==> src/rtl/irq_msg_pkg.sv <==
package irq_msg_pkg;

    localparam int WORD_W = 32;
    localparam int SEL_W  = 3;
    localparam int LOW_W  = 5;

    typedef enum logic [SEL_W-1:0] {
        SEL_LEVEL = 3'd0,
        SEL_PEND  = 3'd1,
        SEL_MASK  = 3'd2,
        SEL_ROUTE = 3'd3,
        SEL_TGT0  = 3'd4,
        SEL_TGT1  = 3'd5,
        SEL_REQ0  = 3'd6,
        SEL_REQ1  = 3'd7
    } reg_sel_e;

    localparam logic [WORD_W-1:0] TGT_RESET = 32'hFFFB_0003;

    typedef struct packed {
        logic [WORD_W-1:0] addr;
        logic [WORD_W-1:0] data;
    } wr_msg_t;

    // Split a target word into aligned address and big-endian payload word.
    function automatic wr_msg_t build_msg(input logic [WORD_W-1:0] tgt);
        wr_msg_t m;
        m.addr = {tgt[WORD_W-1:LOW_W], {LOW_W{1'b0}}};
        m.data = {{(WORD_W-LOW_W){1'b0}}, tgt[LOW_W-1:0]};
        return m;
    endfunction

endpackage

==> src/rtl/irq_edge_latch.sv <==
module irq_edge_latch #(
    parameter int N = 11
) (
    input  logic         clk,
    input  logic         rst,
    input  logic [N-1:0] irq_in,
    input  logic         clr_pend,
    output logic [N-1:0] lvl_q,
    output logic [N-1:0] pend_q,
    output logic [N-1:0] new_edge
);
    assign new_edge = irq_in & ~lvl_q;

    always_ff @(posedge clk) begin
        if (rst) begin
            lvl_q  <= '0;
            pend_q <= '0;
        end else begin
            lvl_q  <= irq_in;
            pend_q <= (clr_pend ? '0 : pend_q) | new_edge;
        end
    end
endmodule

==> src/rtl/irq_regfile.sv <==
module irq_regfile
    import irq_msg_pkg::*;
#(
    parameter int N = 11
) (
    input  logic              clk,
    input  logic              rst,
    input  logic [SEL_W-1:0]  reg_sel,
    input  logic              reg_wr,
    input  logic [WORD_W-1:0] reg_wdata,
    input  logic [N-1:0]      lvl,
    input  logic [N-1:0]      pend,
    output logic [N-1:0]      mask_q,
    output logic [N-1:0]      route_q,
    output logic [WORD_W-1:0] tgt0_q,
    output logic [WORD_W-1:0] tgt1_q,
    output logic [WORD_W-1:0] reg_rdata
);
    localparam int PAD = WORD_W - N;

    reg_sel_e     sel;
    logic [N-1:0] req0, req1;

    assign sel  = reg_sel_e'(reg_sel);
    assign req0 = lvl & mask_q & ~route_q;
    assign req1 = lvl & mask_q & route_q;

    always_ff @(posedge clk) begin
        if (rst) begin
            mask_q  <= '0;
            route_q <= '0;
            tgt0_q  <= TGT_RESET;
            tgt1_q  <= TGT_RESET;
        end else if (reg_wr) begin
            case (sel)
                SEL_MASK:  mask_q  <= reg_wdata[N-1:0];
                SEL_ROUTE: route_q <= reg_wdata[N-1:0];
                SEL_TGT0:  tgt0_q  <= reg_wdata;
                SEL_TGT1:  tgt1_q  <= reg_wdata;
                default:   ;
            endcase
        end
    end

    always_comb begin
        case (sel)
            SEL_LEVEL: reg_rdata = {{PAD{1'b0}}, lvl};
            SEL_PEND:  reg_rdata = {{PAD{1'b0}}, pend};
            SEL_MASK:  reg_rdata = {{PAD{1'b0}}, mask_q};
            SEL_ROUTE: reg_rdata = {{PAD{1'b0}}, route_q};
            SEL_TGT0:  reg_rdata = tgt0_q;
            SEL_TGT1:  reg_rdata = tgt1_q;
            SEL_REQ0:  reg_rdata = {{PAD{1'b0}}, req0};
            default:   reg_rdata = {{PAD{1'b0}}, req1};
        endcase
    end
endmodule

==> src/rtl/irq_msg_queue.sv <==
module irq_msg_queue
    import irq_msg_pkg::*;
#(
    parameter int N = 11
) (
    input  logic              clk,
    input  logic              rst,
    input  logic [N-1:0]      fire,
    input  logic [N-1:0]      route,
    input  logic [WORD_W-1:0] tgt0,
    input  logic [WORD_W-1:0] tgt1,
    input  logic              msg_ready,
    output logic              msg_valid,
    output wr_msg_t           msg,
    output logic [N-1:0]      grant
);
    localparam logic [N-1:0] ONE = {{(N-1){1'b0}}, 1'b1};

    logic [N-1:0] q_bits, q_route, taken;
    logic         use_t1;

    // Lowest set bit wins.
    assign grant     = q_bits & (~q_bits + ONE);
    assign msg_valid = |q_bits;
    assign use_t1    = |(grant & q_route);
    assign msg       = build_msg(use_t1 ? tgt1 : tgt0);
    assign taken     = (msg_valid && msg_ready) ? grant : '0;

    always_ff @(posedge clk) begin
        if (rst) begin
            q_bits  <= '0;
            q_route <= '0;
        end else begin
            q_bits  <= (q_bits & ~taken) | fire;
            q_route <= (q_route & ~fire) | (route & fire);
        end
    end
endmodule

==> src/rtl/irq_msg_ctrl.sv <==
module irq_msg_ctrl
    import irq_msg_pkg::*;
#(
    parameter int NUM_IRQ = 11
) (
    input  logic               clk,
    input  logic               rst,
    input  logic [NUM_IRQ-1:0] irq_in,
    input  logic [2:0]         reg_sel,
    input  logic               reg_wr,
    input  logic               reg_rd,
    input  logic [31:0]        reg_wdata,
    output logic [31:0]        reg_rdata,
    output logic               msg_valid,
    input  logic               msg_ready,
    output logic [31:0]        msg_addr,
    output logic [31:0]        msg_data
);
    logic [NUM_IRQ-1:0] lvl, pend, new_edge, mask, route, grant;
    logic [WORD_W-1:0]  tgt0, tgt1;
    logic               clr_pend;
    wr_msg_t            msg;

    assign clr_pend = (reg_rd || reg_wr) && (reg_sel == SEL_PEND);

    irq_edge_latch #(.N(NUM_IRQ)) u_latch (
        .clk(clk), .rst(rst), .irq_in(irq_in), .clr_pend(clr_pend),
        .lvl_q(lvl), .pend_q(pend), .new_edge(new_edge)
    );

    irq_regfile #(.N(NUM_IRQ)) u_regs (
        .clk(clk), .rst(rst), .reg_sel(reg_sel), .reg_wr(reg_wr),
        .reg_wdata(reg_wdata), .lvl(lvl), .pend(pend),
        .mask_q(mask), .route_q(route), .tgt0_q(tgt0), .tgt1_q(tgt1),
        .reg_rdata(reg_rdata)
    );

    irq_msg_queue #(.N(NUM_IRQ)) u_queue (
        .clk(clk), .rst(rst), .fire(new_edge & mask), .route(route),
        .tgt0(tgt0), .tgt1(tgt1), .msg_ready(msg_ready),
        .msg_valid(msg_valid), .msg(msg), .grant(grant)
    );

    assign msg_addr = msg.addr;
    assign msg_data = msg.data;
endmodule

==> config.mk <==
export PLATFORM = sky130hd
export DESIGN_NAME = irq_msg_ctrl
export DESIGN_NICKNAME = d
export VERILOG_FILES = /design/src/rtl/irq_msg_pkg.sv /design/src/rtl/irq_edge_latch.sv /design/src/rtl/irq_regfile.sv /design/src/rtl/irq_msg_queue.sv /design/src/rtl/irq_msg_ctrl.sv
export SDC_FILE = /design/constraint.sdc
export NUM_CORES = 1
export LEC_CHECK = 0
export CAP_MARGIN = 20
export CORE_ASPECT_RATIO = 1.5
export CORE_MARGIN = 1
export CORE_UTILIZATION = 40
export DETAILED_ROUTE_END_ITERATION = 16
export GPL_ROUTABILITY_DRIVEN = 0
export PLACE_DENSITY = 0.69
export SLEW_MARGIN = 20
export SYNTH_ARGS = -nofsm -noshare
export SYNTH_HDL_FRONTEND = slang
export SYNTH_HIERARCHICAL = 1
export SYNTH_SLANG_ARGS = --single-unit
==> constraint.sdc <==
create_clock -name clk -period 3.1 [get_ports clk]
set_input_delay 0.62 -clock clk [delete_from_list [all_inputs] [get_ports clk]]
set_output_delay 0.62 -clock clk [all_outputs]
set_load 0.01 [all_outputs]
==> metrics.md, run 1 <==
| Metric | Value |
|---|---|
| Run status | `complete, no violations` |
| DP HPWL | `14,300 um` |
| Syn Area/Cell | `about 8 um^2` |
| Pwr Density | `about 470 nW/um^2` |
| CTS tree | `yes` |
| PortBufs | `about 120` |
| Post-route DRC | `0` |
| Fillers | `roughly 1.7k` |
| Synth warn | `6` |
| WP buf/inv | `4` |
| Chip Width | `between 100 and 150 um` |
| Hold buffer count at CTS | `0` |
| Synthesized area | `~7000 um^2` |
| Worst skew pair latency | `0.40 ns` |
| Min-Delay Path Class | `reg -> reg` |
| CP startpoint | `reg_sel[2]` |
| MaxCap Viol Count | `0` |
| Clock Power Share | `0.456` |
| Setup ws final | `0.0589 ns` |
| Num rows | `a little under 60` |
| Static Leak | `3.73 nW` |
| Most common cell after layout, fill and taps aside | `nand2_1` |
| Drt total wl | `around 21,000 um` |
| Crit path kind | `in -> out` |
| Max Clock Skew | `~0.0042 ns` |
| Starting Density | `0.407` |
| Final ANT Viol Nets | `0` |
| Die Ht | `between 150 and 200 um` |
| WHS Endpoint | `u_regs/tgt1_q[18]$_SDFFE_PP0P_` |
| Layout cell share with drive strength beyond 1 | `0.100` |
| Net count, final | `roughly 1.1k` |
| Max Buffers Root-to-Sink | `2` |
| Final Hold Vio Count | `0` |
| CORE AREA | `between 15,000 and 20,000 um^2` |
| IO Count | `148` |
| Worst EP arrival | `about 2.4 ns` |
| Hold Startpoint | `u_regs/tgt1_q[18]$_SDFFE_PP0P_` |
| Largest net degree at the start of global routing | `57` |
| Tot GR Track Use | `0.236` |
| Met3 Track Usage GR | `0.0470` |
| Origin of the critical flop-to-flop path | `u_queue/q_bits[1]$_SDFF_PP0_` |
| First-pass GRT wire length | `between 30,000 and 40,000 um` |
| TritonRoute pass-1 iters | `5` |
| Crit start category | `input pin` |
| Reg area | `2600 um^2` |
| Psw | `1.02 mW` |
| Hold Path Stages | `2` |
| R2r endpoint | `u_queue/q_bits[1]$_SDFF_PP0_` |
| Mapped Cells | `894` |
| Grt peak-use layer | `met2` |
| GR Overflow Total | `0` |
| Final setup fails | `0` |
| DR iter-0 viols | `~470` |
| Pint | `3.20 mW` |
| TritonCTS buffer count | `17` |
| Most frequent cells in the layout | `nand2_1 (196), dfxtp_1 (130), clkdlybuf4s50_1 (76), a21oi_1 (66), nor2_1 (57)` |
| Worst-path clk slew | `approximately 0.050 ns` |
| Clock sink count | `130` |
| RSZ-0062 raised after global routing | `true` |
| Top cell by count, worst path | `clkdlybuf4s50_1` |
| Pre-CTS setup slack | `-0.000456 ns` |
| Footprint of the multi-input gates | `about 3900 um^2` |
| DIE AREA | `18,100 um^2` |
| WL/cell | `17.1 um` |
| Setup_tns | `0 ns` |
| Met2 GRT Util | `0.414` |
| CP Max Fanout | `12` |
| H-tree depth | `4` |
| CP max-delay cell | `clkdlybuf4s50_1` |
| Comb power frac | `0.127` |
| R2R Setup Slk | `around 1.3 ns` |
| Vias in the first global route | `6,550` |
| Kind of cell adding the most delay to the critical path | `buffers and inverters` |
| Via density | `5.46` |
| Crit. End Element | `primary output` |
| Layout area overhead | `27.2%` |
| Reg2Reg Depth | `4` |
| Via count | `between 6k and 7k` |
| Sw Share | `0.241` |
| Initial antenna violation count | `0` |
| Antenna Diode Count | `0` |
| Worst EP required | `around 2.5 ns` |
| Peak VDD IR | `between 0.3 and 0.4 mV` |
| Part of the cycle the worst path needs | `0.981` |
| Worst path cell trace | `clkdlybuf4s50_1 -> buf_6 -> buf_4 -> mux2i_1 -> nor2_1 -> a31oi_1 -> a21oi_1 -> clkdlybuf4s50_1` |
| Reg power frac | `0.418` |
| Max Freq | `roughly 330 MHz` |
| Tmin final | `roughly 3.0 ns` |
| Max_slew headroom | `0.633` |
| Peak per-stage delay on the critical path | `between 0.5 and 0.6 ns` |
| Slew @ Worst Pin | `0.544 ns` |
| Root buf cell | `clkbuf_16` |
| Met1 Usage GRT | `0.274` |
| Final slew viol count | `0` |
## power by group through the flow
stage          clock, mW  sequential (mW)  combinational (mW)
3_3_place_gp           0             1.80               0.537
6_report            1.92             1.76               0.534
5_1_grt             2.02             1.77               0.580
3_5_place_dp           0             1.80               0.540
2_1_floorplan          0             1.78               0.332
4_1_cts             1.95             1.76               0.531
## repair_timing
action | 4_1_cts | 5_1_grt
gates cloned | 0 | 0
pin swaps | 2 | 1
buffers inserted | 3 | 0
endpoints found under the setup margin | 34 | 7
resized for setup | 34 | 7
## cell type report
| class | count | area share |
|---|---|---|
| clock buffer | 22 | 0.0530 |
| inverter | 13 | 0.00545 |
| timing repair buffer | 164 | 0.178 |
| tap | 213 | 0.0298 |
| sequential | 130 | 0.291 |
| clock inverter | 6 | 0.00923 |
| multi-input combinational | 683 | 0.434 |
## per-layer routing
layer / vias to the layer above / part of all wire
met3: 41 / 0.069
met4: 0 / 0.030
met1: 3186 / 0.40
met2: 276 / 0.50
met5: - / 0
li1: 3224 / -
## how the worst max path moves through the flow
stage,endpoint,slack [ns],cells after the start
final,reg_rdata[9],0.06,8
after detailed placement,reg_rdata[4],-0.0005,6
after floorplan,msg_addr[10],0.77,6
after global placement,reg_rdata[0],0.02,6
after global routing,reg_rdata[9],-0.008,8
after CTS,reg_rdata[0],0.003,6
## flip-flops by register name (all words and copies together), names as in the netlist, named ones only
| signal | flops |
|---|---|
| u_latch/pend_q | 11 |
| u_regs/route_q | 11 |
| u_regs/tgt1_q | 32 |
| u_queue/q_bits | 11 |
| u_regs/tgt0_q | 32 |
| u_latch/lvl_q | 11 |
| u_regs/mask_q | 11 |
## stage by stage
stage	hold WS [ns]	power, mW	utilization	instance area (um^2)	std cells
floorplan	0.443	2.12	-	7150	925
global placement	0.454	2.33	0.485	8370	1200
detailed placement	0.461	2.34	0.485	8370	1200
CTS	0.469	4.25	0.517	8920	1231
global route	0.483	4.37	0.518	8950	1231
finish	0.467	4.22	0.518	8950	1231
## worst min-delay path, cell delays in order (launching register included)
cell and delay, ns:
dfxtp_1 0.31, nand2_1 0.05, a21oi_1 0.05
No activity file was read; power rests on OpenSTA's default activity.
==> inputs of run 2 (changes only) <==
--- a/config.mk
+++ b/config.mk
@@ -10,8 +10,9 @@
 export CORE_MARGIN = 1
 export CORE_UTILIZATION = 40
 export DETAILED_ROUTE_END_ITERATION = 16
-export GPL_ROUTABILITY_DRIVEN = 0
-export PLACE_DENSITY = 0.69
+export DONT_BUFFER_PORTS = 1
+export GPL_ROUTABILITY_DRIVEN = 1
+export PLACE_DENSITY = 0.58
 export SLEW_MARGIN = 20
 export SYNTH_ARGS = -nofsm -noshare
 export SYNTH_HDL_FRONTEND = slang
==> run 2 against run 1 <==
Critical path depth is 4 lower. Sequential power hardly changed. Highest routed layer unchanged. Via count is 10% lower. First-iteration DRC count is 18% lower. Largest power group unchanged. Sequential share of layout area is 5.6 points higher. Worst hold slack worse by 0.18 ns. Global-route usage is 0.78 points lower. Largest cell class unchanged.
==> metrics.md, run 2 (synthesis results as in run 1) <==
| Metric | Value |
|---|---|
| Peak VDD IR | `0.267 mV (-13%)` |
| GR Overflow Total | `0 (unchanged)` |
| Fillers | `1,780 (+3.4%)` |
| MaxCap Viol Count | `0 (unchanged)` |
| Antenna Diode Count | `0 (unchanged)` |
| First-pass GRT wire length | `31,300 um (-4.8%)` |
| Layout cell share with drive strength beyond 1 | `0.0759 (-0.0242)` |
| Reg area | `2600 um^2 (unchanged)` |
| Final Total Pwr | `4.13 mW (-2.0%)` |
| WL/cell | `18.5 um (+8.2%)` |
| PortBufs | `0 (-100%)` |
| Tmin final | `2.97 ns (-0.0759 ns)` |
| Via count | `6,024 (-10%)` |
| H-tree depth | `4 (unchanged)` |
| Max Clock Skew | `0.0104 ns (+0.00618 ns)` |
| Max_slew headroom | `0.402 (-0.231)` |
| Root buf cell | `clkbuf_16` |
| Final setup fails | `0 (unchanged)` |
| Largest net degree at the start of global routing | `131 (+130%)` |
| Die Ht | `164 um (unchanged)` |
| RSZ-0062 raised after global routing | `false` |
| Min-Delay Path Class | `in -> reg` |
| Static Leak | `2.98 nW (-20%)` |
| Starting Density | `0.407 (unchanged)` |
| Most common cell after layout, fill and taps aside | `nand2_1` |
| Initial antenna violation count | `0 (unchanged)` |
| Sw Share | `0.238 (-0.00253)` |
| Comb power frac | `0.072 (-0.055)` |
| Worst skew pair latency | `0.42 ns (+0.02 ns)` |
| Via density | `5.57 (+1.9%)` |
| Chip Width | `110 um (unchanged)` |
| Footprint of the multi-input gates | `3870 um^2 (-0.32%)` |
| Psw | `985 uW (-3.1%)` |
| Run status | `complete, no violations` |
| Final slew viol count | `0 (unchanged)` |
| Crit. End Element | `primary output` |
| Clock sink count | `130 (unchanged)` |
| DIE AREA | `18,100 um^2 (unchanged)` |
| Post-CTS Resized | `0 (-100%)` |
| Net count, final | `907 (-14%)` |
| Hold buffer count at CTS | `0 (unchanged)` |
| Layout area overhead | `6.49%` |
| TritonRoute pass-1 iters | `7 (+2)` |
| Drt total wl | `20,000 um (-4.9%)` |
| Final ANT Viol Nets | `0 (unchanged)` |
| Biggest regs | `u_regs/tgt0_q (32), u_regs/tgt1_q (32)` |
| Num rows | `59 (unchanged)` |
| IO Count | `148 (unchanged)` |
| Post-route DRC | `0 (unchanged)` |
| Clock Power Share | `0.502 (+0.046)` |
| CP Max Fanout | `32 (+20)` |
| DR iter-0 viols | `389 (-18%)` |
| Reg power frac | `0.426 (+0.008)` |
| Slew @ Worst Pin | `0.894 ns (+0.349 ns)` |
| Crit path kind | `reg -> out` |
| Crit start category | `flip-flop` |
| Setup_tns | `0 ns (unchanged)` |
| Worst EP arrival | `2.35 ns (-0.07 ns)` |
| Worst-path clk slew | `0.06 ns (about the same)` |
| Most frequent cells in the layout | `nand2_1 (196), dfxtp_1 (130), a21oi_1 (66), nor2_1 (57), mux2i_1 (47)` |
| Max Freq | `337 MHz (+2.6%)` |
| Worst EP required | `2.48 ns (about the same)` |
| Final Hold Vio Count | `0 (unchanged)` |
| Pwr Density | `552 nW/um^2 (+17%)` |
| Vias in the first global route | `5,519 (-16%)` |
| GPL Wtd Cong | `between 0.7 and 0.8` |
| Tot GR Track Use | `0.228 (-0.00782)` |
| CORE AREA | `17,300 um^2 (unchanged)` |
| DP HPWL | `13,100 um (-8.1%)` |
| Pint | `3.15 mW (-1.7%)` |
| CTS tree | `yes` |
| Part of the cycle the worst path needs | `0.957 (-0.0245)` |
| TritonCTS buffer count | `17 (unchanged)` |
| Max Buffers Root-to-Sink | `2 (unchanged)` |
-- run 2: changes by cell type in the layout (fill, tap and decap cells not counted), moves of 2 or more --
cell,delta
dlymetal6s2s_1,-3
buf_12,-8
dlygate4sd2_1,-34
clkinv_4,+2
buf_4,-30
clkinvlp_4,+2
clkbuf_1,-2
clkdlybuf4s50_1,-76
-- run 2: what timing repair did --
action,4_1_cts,5_1_grt
endpoints found under the setup margin,0,7
hold endpoints to repair,0,0
setup buffers,0,0
-- run 2: power groups by stage --
| stage | logic [mW] | clock network, mW | registers, mW |
|---|---|---|---|
| after floorplan | 0.332 | 0 | 1.78 |
| after global placement | 0.293 | 0 | 1.80 |
| after detailed placement | 0.297 | 0 | 1.80 |
| after CTS | 0.298 | 2.11 | 1.76 |
| after global routing | 0.332 | 2.18 | 1.77 |
| final | 0.298 | 2.08 | 1.76 |
-- run 2: final timing paths --
kind / from / endpoint / slack, ns / cells after the start
hold / removal: rst / u_regs/route_q[1]$_SDFFE_PP0P_ / 0.29 / 1
setup / recovery: u_queue/q_bits[3]$_SDFF_PP0_ / msg_addr[21] / 0.13 / 4
hold reg to reg: u_regs/tgt1_q[18]$_SDFFE_PP0P_ / u_regs/tgt1_q[18]$_SDFFE_PP0P_ / 0.47 / 2
setup reg to reg: u_queue/q_bits[3]$_SDFF_PP0_ / u_queue/q_bits[1]$_SDFF_PP0_ / 1.24 / 4
-- run 2: area by class of cell --
cell class,instances,share of cell area
Clock inverter,13,0.0212
Sequential cell,130,0.347
Tap cell,213,0.0356
Inverter,13,0.00651
Timing Repair Buffer,11,0.0127
Multi-Input combinational cell,683,0.516
Clock buffer,19,0.0605
-- run 2: stage by stage --
step / setup slack (ns) / cell area [um^2] / hold slack (ns) / std cells / utilization
after floorplan: 0.771 / 7150 / 0.443 / 925 / -
after global placement: 0.605 / 6880 / 0.451 / 1050 / 0.398
after detailed placement: 0.551 / 6880 / 0.458 / 1050 / 0.398
after CTS: 0.0953 / 7490 / 0.270 / 1082 / 0.434
after global routing: 0.00646 / 7490 / 0.261 / 1082 / 0.434
final: 0.135 / 7490 / 0.291 / 1082 / 0.434
-- run 2: layer usage --
| metal | global-route usage | share of wire | vias to the layer above |
|---|---|---|---|
| met4 | 0.0807 | 0.020 | 0 |
| met2 | 0.381 | 0.50 | 259 |
| met1 | 0.282 | 0.40 | 2819 |
| li1 | - | - | 2922 |
| met3 | 0.0541 | 0.077 | 24 |
| met5 | 0 | 0 | - |
-- run 2: critical path: stages (launching register included) --
cell and delay [ns]:
dfxtp_1 0.36, or3_4 0.44, a2111oi_4 0.43, o21a_4 0.46, o22ai_1 0.24
==> inputs of run 3 (changes only) <==
--- a/config.mk
+++ b/config.mk
@@ -9,6 +9,7 @@
 export CORE_ASPECT_RATIO = 1.5
 export CORE_MARGIN = 1
 export CORE_UTILIZATION = 40
+export CTS_CLUSTER_DIAMETER = 40
 export DETAILED_ROUTE_END_ITERATION = 16
 export DONT_BUFFER_PORTS = 1
 export GPL_ROUTABILITY_DRIVEN = 1
==> results of run 3 <==
Same layout as run 2: the final DEF is identical, and so are final timing and power.
